--- src/rtl/lp_reset_pkg.sv ---
package lp_reset_pkg;

  typedef enum logic [1:0] {
    DLY_SHORT = 2'b00,
    DLY_MID   = 2'b01,
    DLY_LONG  = 2'b10,
    DLY_ALT   = 2'b11
  } dly_sel_e;

  function automatic int max_of(input int a, input int b);
    return (a > b) ? a : b;
  endfunction

endpackage

--- src/rtl/lp_sync.sv ---
module lp_sync #(
  parameter int          WIDTH     = 2,
  parameter int          STAGES    = 2,
  parameter logic        RESET_VAL = 1'b1
) (
  input  logic             clk_i,
  input  logic             rst_ni,
  input  logic [WIDTH-1:0] d_i,
  output logic [WIDTH-1:0] q_o
);

  logic [WIDTH-1:0] stage_q [STAGES];

  for (genvar g = 0; g < STAGES; g++) begin : g_stage
    logic [WIDTH-1:0] d_stage;
    if (g == 0) begin : g_first
      assign d_stage = d_i;
    end else begin : g_next
      assign d_stage = stage_q[g-1];
    end
    always_ff @(posedge clk_i or negedge rst_ni) begin
      if (!rst_ni) stage_q[g] <= {WIDTH{RESET_VAL}};
      else         stage_q[g] <= d_stage;
    end
  end

  assign q_o = stage_q[STAGES-1];

endmodule

--- src/rtl/lp_press_timer.sv ---
module lp_press_timer #(
  parameter int CW = 24
) (
  input  logic          clk_i,
  input  logic          rst_ni,
  input  logic          both_low_i,
  input  logic [CW-1:0] limit_i,
  output logic          fire_o
);

  logic [CW-1:0] cnt_q;
  logic          armed_q;
  logic          at_end;

  assign at_end = (cnt_q == limit_i - CW'(1));
  assign fire_o = both_low_i & armed_q & at_end;

  // armed_q clears on fire and returns only after a release
  always_ff @(posedge clk_i or negedge rst_ni) begin
    if (!rst_ni) begin
      cnt_q   <= '0;
      armed_q <= 1'b1;
    end else if (!both_low_i) begin
      cnt_q   <= '0;
      armed_q <= 1'b1;
    end else if (armed_q) begin
      if (at_end) begin
        cnt_q   <= '0;
        armed_q <= 1'b0;
      end else begin
        cnt_q   <= cnt_q + CW'(1);
      end
    end
  end

endmodule

--- src/rtl/lp_pulse_timer.sv ---
module lp_pulse_timer #(
  parameter int CW = 24
) (
  input  logic          clk_i,
  input  logic          rst_ni,
  input  logic          fire_i,
  input  logic          hold_i,
  input  logic [CW-1:0] limit_i,
  output logic          active_o
);

  logic [CW-1:0] cnt_q;
  logic          active_q;

  // hold or fire restarts the release count
  always_ff @(posedge clk_i or negedge rst_ni) begin
    if (!rst_ni) begin
      active_q <= 1'b0;
      cnt_q    <= '0;
    end else if (hold_i || fire_i) begin
      active_q <= 1'b1;
      cnt_q    <= '0;
    end else if (active_q) begin
      if (cnt_q == limit_i - CW'(1)) begin
        active_q <= 1'b0;
        cnt_q    <= '0;
      end else begin
        cnt_q    <= cnt_q + CW'(1);
      end
    end
  end

  assign active_o = active_q;

endmodule

--- src/rtl/lp_reset_gen.sv ---
module lp_reset_gen
  import lp_reset_pkg::*;
#(
  parameter int TICKS_PER_MS   = 1000,
  parameter int SETUP_SHORT_MS = 2000,
  parameter int SETUP_MID_MS   = 6000,
  parameter int SETUP_LONG_MS  = 10000,
  parameter int PULSE_A_MS     = 100,
  parameter int PULSE_B_MS     = 210,
  parameter int PULSE_B_ALT_MS = 360,
  parameter int SYNC_STAGES    = 2
) (
  input  logic       clk_i,
  input  logic       rst_ni,
  input  logic       btn_a_ni,
  input  logic       btn_b_ni,
  input  logic [1:0] dly_sel_i,
  input  logic       long_pulse_i,
  input  logic       uv_i,
  output logic       rst_hi_o,
  output logic       rst_lo_no
);

  localparam int T_SS   = SETUP_SHORT_MS * TICKS_PER_MS;
  localparam int T_SM   = SETUP_MID_MS   * TICKS_PER_MS;
  localparam int T_SL   = SETUP_LONG_MS  * TICKS_PER_MS;
  localparam int T_PA   = PULSE_A_MS     * TICKS_PER_MS;
  localparam int T_PB   = PULSE_B_MS     * TICKS_PER_MS;
  localparam int T_PBA  = PULSE_B_ALT_MS * TICKS_PER_MS;
  localparam int MAX_T  = max_of(max_of(max_of(T_SS, T_SM), max_of(T_SL, T_PA)),
                                 max_of(T_PB, T_PBA));
  localparam int CW     = $clog2(MAX_T + 1);
  localparam int NPULSE = 2;

  logic [1:0]    btn_sync;
  logic          both_low;
  logic          fire;
  logic [CW-1:0] setup_lim;
  logic [CW-1:0] pulse_lim [NPULSE];
  logic [NPULSE-1:0] pulse_act;

  lp_sync #(
    .WIDTH    (2),
    .STAGES   (SYNC_STAGES),
    .RESET_VAL(1'b1)
  ) u_sync (
    .clk_i (clk_i),
    .rst_ni(rst_ni),
    .d_i   ({btn_b_ni, btn_a_ni}),
    .q_o   (btn_sync)
  );

  assign both_low = (btn_sync == 2'b00);

  always_comb begin
    unique case (dly_sel_e'(dly_sel_i))
      DLY_SHORT: setup_lim = CW'(T_SS);
      DLY_LONG:  setup_lim = CW'(T_SL);
      default:   setup_lim = CW'(T_SM);
    endcase
  end

  lp_press_timer #(.CW(CW)) u_press (
    .clk_i     (clk_i),
    .rst_ni    (rst_ni),
    .both_low_i(both_low),
    .limit_i   (setup_lim),
    .fire_o    (fire)
  );

  assign pulse_lim[0] = CW'(T_PA);
  assign pulse_lim[1] = long_pulse_i ? CW'(T_PBA) : CW'(T_PB);

  for (genvar g = 0; g < NPULSE; g++) begin : g_pulse
    lp_pulse_timer #(.CW(CW)) u_pulse (
      .clk_i   (clk_i),
      .rst_ni  (rst_ni),
      .fire_i  (fire),
      .hold_i  (uv_i),
      .limit_i (pulse_lim[g]),
      .active_o(pulse_act[g])
    );
  end

  assign rst_hi_o  = pulse_act[0];
  assign rst_lo_no = ~pulse_act[1];

endmodule

--- config.mk ---
export PLATFORM = sky130hd
export DESIGN_NAME = lp_reset_gen
export DESIGN_NICKNAME = d
export VERILOG_FILES = /design/src/rtl/lp_reset_pkg.sv /design/src/rtl/lp_sync.sv /design/src/rtl/lp_press_timer.sv /design/src/rtl/lp_pulse_timer.sv /design/src/rtl/lp_reset_gen.sv
export SDC_FILE = /design/constraint.sdc
export NUM_CORES = 1
export LEC_CHECK = 0
export BUFFER_PORTS_ARGS = -buffer_cell sky130_fd_sc_hd__buf_2
export CAP_MARGIN = 40
export CORE_UTILIZATION = 40
export DETAILED_ROUTE_END_ITERATION = 7
export PLACE_DENSITY = 0.54
export SLEW_MARGIN = 20
export SYNTH_ARGS = -nofsm -noshare
export SYNTH_HDL_FRONTEND = slang
export SYNTH_SLANG_ARGS = --single-unit
--- constraint.sdc ---
create_clock -name clk_i -period 3.1 [get_ports clk_i]
set_clock_uncertainty 0.05 [all_clocks]
set_input_delay 0.465 -clock clk_i [delete_from_list [all_inputs] [get_ports clk_i]]
set_output_delay 0.465 -clock clk_i [all_outputs]
set_load 0.1 [all_outputs]
==> impl_metrics.yaml, run 1 <==
layout:
  nNetsFinal: 521
  antennaDiodeCount: 0
  syn2layout_area_growth_pct: 10.1
  n_fill_cell: 1056
  drive_gt1_share_pct: 9.90
yosys:
  synth_top_family_by_area: "simple AND/OR/NAND/NOR gates"
  synth_top_area_share_pct: 41.3
  synth_area_leaders: "dfrtp_1 (41%), nand2_1 (5.1%), nand3_1 (4.8%), a21oi_1 (3.5%), nor2_1 (3.2%)"
  synth_edf_count: 0
  synthCells: 505
  synthFlopType: "dfrtp_1"
  synth_xor_area_share_pct: 3.91
  synth_mux_area_share_pct: 0.921
  avgSynthCellArea_um2: 8.88
  synth-async-reset-ratio_pct: 100
  synth_nets: 516
  synth-compound-area-share_pct: 14.0
  yosysUniqueCellTypes: 63
  post_synth_fa_ha_maj_area_fraction_pct: 0.837
  synthSimpleGateAreaFrac_pct: 32.6
  ys_seq_area_share_pct: 44.2
  ys.warnings.count: 0
  syn_area_mm2: 0.00448
  synth_area_leader_cell: "dfrtp_1"
  ys_ff_latch: 79
grt:
  grt_max_degree: 79
  grt_pass1_vias: 3755
  track_usage_pct: 20.6
  antenna_found_initial: 0
  grt_first_pass_wirelength_mm: 18.8
  overflow: 0
sta:
  setup_violations: 0
  max_slew_margin_pct: 47.2
  worst_slew_pin_slew_ps: 787
  max_freq_ghz: 0.393
  finalSetupTns_ps: 0
  hold_ws_ps: 155
  rsz0062_at_grt: "no"
  fin_ws_ps: 554
  slew_viol_final: 0
  post-route-period-util_pct: 82.1
  min_period_ps: 2550
  hold_viol: 0
power_and_ir_drop:
  pwr-share-comb_pct: 4.1
  power.leakage_nw: 1.94
  p_sw_share_pct: 23.0
  p_switching_uw: 468
  peakVddDrop_uv: 203
  p_int_mw: 1.57
  power-per-cell-area_mw_per_mm2: 412
  pwr-share-seq_pct: 51.9
  p_clk_share_pct: 44.0
floorplanning:
  die_x_um: 108
  num_rows: 38
  initial_core_util_pct: 41.2
  fp.dieH_um: 108
  coreArea_mm2: 0.0109
  ios: 10
  die_area_mm2: 0.0116
drt:
  routed_wl_mm: 10.9
  remaining_drc_errors: 0
  drt_iter0_drc: 262
  wl_met1_mm: 5.40
  dr_wl_met3_um: 264
  vias: 3891
  top_layer: "met4"
  wl_met2_mm: 5.17
  avgViaCountPerCell: 5.94
  ant_nets: 0
  wl_per_cell_um: 16.7
  firstDrtPassIters: 4
setup_path:
  critical_path_class: "reg2reg"
  cp_top_family: "simple AND/OR/NAND/NOR gates"
  setup.worst_path.end_class: "flop"
  rrSetupSlack_ps: 550
  r2r-end: "u_press.cnt_q[19]"
  worstPathMaxFanout: 10
  rr_worst_depth: 6
  start_kind: "flop"
  arrival_ps: 2730
  reg2reg_from: "u_press.cnt_q[0]"
  path_buf_inv: 0
  cp.required_ps: 3290
  critPathMaxStageDelay_ps: 630
  critPathSlowestCell: "or4_1"
  crit_chain: "ha_1, nand4_1, or2_2, or4_1, and4_4, a211o_1"
placement:
  dpl_worst_slack_ps: 595
  hpwl_mm: 7.14
  gp_congestion: 0.844
  portBuffers: 9
clock_tree:
  cts-root-buf: "clkbuf_8"
  htree_levels: 3
  clockBufferDepth: 2
  cts_buffers: 9
  cts_resized: 0
  insertion_delay_ps: 350
  cts.clk_slew.worst_paths_ps: 80
  cts_tree: "built"
  cts.sinks: 79
hold_path:
  worstHoldPathCells: 1
  min_from: "btn_a_ni"
  hold_class: "in2reg"
  min_to: "u_sync.g_stage[1].d_stage[0]"
status:
  status: "complete, no violations"
flow_run:
  maxCapViolCount: 0
-- cells in the mapped netlist, types with 10 or more instances --
library cell	count
nand4_1	20
a31oi_1	18
inv_1	11
nand3_1	43
xnor2_1	10
or3_1	14
a21oi_1	31
nand2_1	61
nor2_1	38
xor2_1	10
nor3_1	15
dfrtp_1	74
and3_1	14
clkbuf_1	16
-- metrics by stage --
stage	cells	util (%)	power [mW]	area (µm²)
floorplan	505	-	1.11	4480
global placement	638	43.1	1.16	4700
detailed placement	638	43.1	1.16	4700
CTS	655	45.3	2.07	4940
global route	655	45.3	2.11	4940
finish	655	45.3	2.03	4940
-- worst max-delay path by stage --
stage	from	endpoint	slack (ps)	cells past startpoint
floorplan	g_pulse[0].u_pulse.active_o	g_pulse[0].u_pulse.cnt_q[22]	760	5
CTS	u_press.cnt_q[0]	u_press.cnt_q[19]	570	6
global route	u_press.cnt_q[0]	u_press.cnt_q[19]	430	6
detailed placement	u_press.cnt_q[0]	u_press.cnt_q[19]	590	6
global placement	u_press.cnt_q[0]	u_press.cnt_q[19]	690	6
finish	u_press.cnt_q[0]	u_press.cnt_q[19]	550	6
-- power groups by stage --
stage | clock, mW | combinational [mW] | sequential [mW]
final | 0.894 | 0.0842 | 1.06
after CTS | 0.923 | 0.0871 | 1.06
after global routing | 0.955 | 0.0967 | 1.06
after global placement | 0 | 0.0841 | 1.08
after floorplan | 0 | 0.0415 | 1.07
after detailed placement | 0 | 0.0854 | 1.08
-- worst register-to-register path, stage by stage (launching register included) --
cell and delay (ps):
dfrtp_1 410, ha_1 220, nand4_1 220, or2_2 370, or4_1 630, and4_4 280, a211o_1 260
-- per-layer routing --
layer / vias up / track usage, %
met5: - / 0
met4: 0 / 5.77
met3: 8 / 3.75
met2: 38 / 33.6
met1: 1956 / 28.0
li1: 1889 / -
-- timing repair --
| action | 4_1_cts | 5_1_grt |
|---|---|---|
| hold buffers | 1 | 0 |
| buffers inserted | 0 | 0 |
| setup endpoints to repair | 0 | 0 |
| hold endpoints to repair | 1 | 0 |
-- state kept, by name (all words and copies together) (netlist names) --
name / flops
u_press.cnt_q: 24
g_pulse.u_pulse.cnt_q: 48
g_pulse.u_pulse.active_o: 2
u_sync.g_stage.d_stage: 2
u_press.armed_q: 1
u_sync.q_o: 2
-- final cells by class --
class	count	area, µm²	share of cell area (%)
Multi-Input combinational cell	389	2350	47.6
Sequential cell	79	1980	40.2
Tap cell	140	175	3.55
Timing Repair Buffer	20	158	3.19
Clock buffer	11	151	3.07
Clock inverter	5	80.1	1.62
Inverter	11	41.3	0.836
-- kinds of logic after synthesis --
logic type      after synthesis
simple gates                264
compound gates               98
flops                        79
buf+inv                      37
xor+xnor                     20
mux                           4
fa+ha+maj                     3
-- cell usage in the layout, fill, tap and decap left out, types with 6 or more instances in the layout --
master and instances:
xor2_1 10, and3_1 14, nor2_1 38, a21oi_1 31, buf_4 9, a31oi_1 18, or3_1 14, nand3_1 43
inv_1 11, or4_1 6, nor3_1 14, nand2_1 61, nand4_1 20, clkbuf_8 11, nand3b_1 8, xnor2_1 10
o21ai_0 9, dfrtp_1 74, buf_2 8, and2_1 6
Note: power is estimated with default switching activity, not from simulation.
==> run 2, diff against run 1 <==
ABC_AREA = 1   (was unset)
clock period = 2.5 ns   (was 3.1 ns; I/O delays follow)
==> run 2 against run 1 <==
Net effect:
- global-route usage grew 1.9 points
- critical path depth grew 5
- combinational power rose by 28%
- largest cell class unchanged
- register-to-register slack worse by 200 ps
- synthesized cell count up 50%
- first-iteration DRC count rose by 24%
==> impl_metrics.yaml, run 2 <==
status:
  status: "complete, no violations"
grt:
  grt_pass1_vias: 4744
  track_usage_pct: 22.5
  grt_max_degree: 43
  antenna_found_initial: 0
  overflow: 0
  grt_first_pass_wirelength_mm: 23.2
yosys:
  synth_area_leaders: "dfrtp_1 (36%), nand2_1 (18%), nor2_1 (6.9%), inv_1 (6.7%), nand3_1 (5.7%)"
  synth_area_leader_cell: "dfrtp_1"
  synthFlopType: "dfrtp_1"
  ys_ff_latch: 79
  synth_nets: 768
  synth-async-reset-ratio_pct: 100
  synthTopCellsByCount: "nand2_1 (243), nor2_1 (94), inv_1 (91), dfrtp_1 (74), nand3_1 (58)"
  ys.warnings.count: 0
  syn_area_mm2: 0.00512
  yosysUniqueCellTypes: 31
  synthCells: 757
  synth_top_area_share_pct: 36.2
  synth_edf_count: 0
  avgSynthCellArea_um2: 6.77
  synth_most_common_cell: "nand2_1"
  ys_seq_area_share_pct: 38.7
setup_path:
  critical_path_class: "reg2reg"
  setup.worst_path.end_class: "flop"
  rr_worst_depth: 11
  r2r-end: "g_pulse[1].u_pulse.cnt_q[23]"
  crit_path_end: "g_pulse[1].u_pulse.cnt_q[23]"
  start_kind: "flop"
  reg2reg_from: "g_pulse[1].u_pulse.cnt_q[0]"
  worstPathMaxFanout: 20
  cp.required_ps: 2690
  arrival_ps: 2330
  rrSetupSlack_ps: 360
  cp-startpoint: "g_pulse[1].u_pulse.cnt_q[0]"
sta:
  min_period_ps: 2140
  worst_slew_pin_slew_ps: 751
  finalSetupTns_ps: 0
  setup_violations: 0
  hold_viol: 0
  slew_viol_final: 0
  fin_ws_ps: 357
  max_freq_ghz: 0.467
  post-route-period-util_pct: 85.7
  max_slew_margin_pct: 49.8
  rsz0062_at_grt: "no"
clock_tree:
  insertion_delay_ps: 350
  cts_buffers: 9
  htree_levels: 3
  clockBufferDepth: 2
  cts_tree: "built"
  cts.sinks: 79
  cts_setup_buffers: 0
  cts-root-buf: "clkbuf_16"
  cts.clk_slew.worst_paths_ps: 60
power_and_ir_drop:
  power.leakage_nw: 2.62
  pwr-share-seq_pct: 47.3
  peakVddDrop_uv: 324
  finalPower_mw: 2.76
  p_clk_share_pct: 48.8
  p_switching_uw: 638
  power-per-cell-area_mw_per_mm2: 489
  p_sw_share_pct: 23.1
  pwr-share-comb_pct: 3.9
  p_int_mw: 2.12
layout:
  syn2layout_area_growth_pct: 10.4
  top_regs: "g_pulse.u_pulse.cnt_q x48, u_press.cnt_q x24"
  n_fill_cell: 1298
  antennaDiodeCount: 0
  post-route-cell-area_mm2: 0.00565
  drive_gt1_share_pct: 7.12
  final_common_cell: "nand2_1"
  mostFrequentLayoutCells: "nand2_1 (243), nor2_1 (94), inv_1 (91), dfrtp_1 (74), nand3_1 (58)"
  largest_reg_flops: 48
  top_register: "g_pulse.u_pulse.cnt_q"
  nNetsFinal: 778
  stdcell_count: 940
drt:
  avgViaCountPerCell: 5.16
  ant_nets: 0
  drt_iter0_drc: 324
  vias: 4846
  routed_wl_mm: 13.2
  firstDrtPassIters: 5
  remaining_drc_errors: 0
  wl_per_cell_um: 14.0
floorplanning:
  die_x_um: 115
  ios: 10
  fp.dieH_um: 115
  die_area_mm2: 0.0133
  coreArea_mm2: 0.0123
  num_rows: 40
  initial_core_util_pct: 41.8
flow_run:
  maxCapViolCount: 0
placement:
  hpwl_mm: 9.36
  dp.cells: 923
  portBuffers: 9
  gp_congestion: 0.893
  dpl_cell_area_mm2: 0.00534
  dpl_worst_slack_ps: 349
hold_path:
  hold_class: "in2reg"
==> run 2: worst min path at each step <==
stage / slack (ps) / to / depth (start not counted) / from
2_1_floorplan: 30 / g_pulse[0].u_pulse.active_o / 0 / rst_ni
3_3_place_gp: 300 / u_sync.q_o[1] / 0 / u_sync.g_stage[1].d_stage[1]
3_5_place_dp: 300 / u_sync.q_o[1] / 0 / u_sync.g_stage[1].d_stage[1]
4_1_cts: 50 / u_sync.g_stage[1].d_stage[0] / 1 / btn_a_ni
5_1_grt: 50 / u_sync.g_stage[1].d_stage[0] / 1 / btn_a_ni
6_report: 70 / u_sync.g_stage[1].d_stage[0] / 1 / btn_a_ni
==> run 2: per-stage QoR <==
step	hold slack (ps)	utilization (%)
after detailed placement	298	43.6
after global placement	296	43.6
after global routing	52.8	46.1
final	70.8	46.1
after floorplan	29.4	-
after CTS	51.6	46.1
==> run 2: repair_timing <==
item | 4_1_cts | 5_1_grt
resized for setup | 0 | 0
hold buffers | 1 | 0
endpoints found under the hold margin | 36 | 0
==> run 2: area by class of cell <==
type | count | area (µm²) | share of cell area [%]
clock buffers | 11 | 243 | 4.29
clock inverters | 5 | 57.6 | 1.02
inverters | 96 | 360 | 6.37
multi-input cells | 564 | 2680 | 47.3
flip-flops and latches | 79 | 1980 | 35.1
well taps | 168 | 210 | 3.72
repair buffers | 17 | 123 | 2.17
==> run 2: routing by layer <==
metal / up-vias / wire length (µm) / track usage, %
li1: 2446 / - / -
met1: 2275 / 6400 / 31.1
met5: - / 0 / 0
met4: 0 / 206 / 6.93
met3: 19 / 759 / 5.48
met2: 106 / 5820 / 34.7
==> run 2: power groups by stage <==
stage	sequential [mW]	combinational (mW)	clock (mW)
2_1_floorplan	1.33	0.0526	0
3_3_place_gp	1.33	0.108	0
3_5_place_dp	1.33	0.109	0
4_1_cts	1.31	0.111	1.39
5_1_grt	1.31	0.125	1.45
6_report	1.31	0.108	1.35
==> run 2: worst max-delay path: stages (launching register included) <==
cell and delay [ps]:
dfrtp_1 420, ha_1 300, nand2_1 90, nor2_1 290
nand4_1 120, nor2_1 150, nand3_1 110, nand2_1 90
nor2_1 50, buf_4 230, nand2_1 90, nand2_1 50
==> run 2: cell families after synthesis <==
family	synth area share, %
adders and majority gates	0.733
xor gates and xnor gates	5.81
AOI/OAI and AO/OA	4.94
DFF	38.7
buffers and inverters	9.02
and+or+nand+nor	40.8
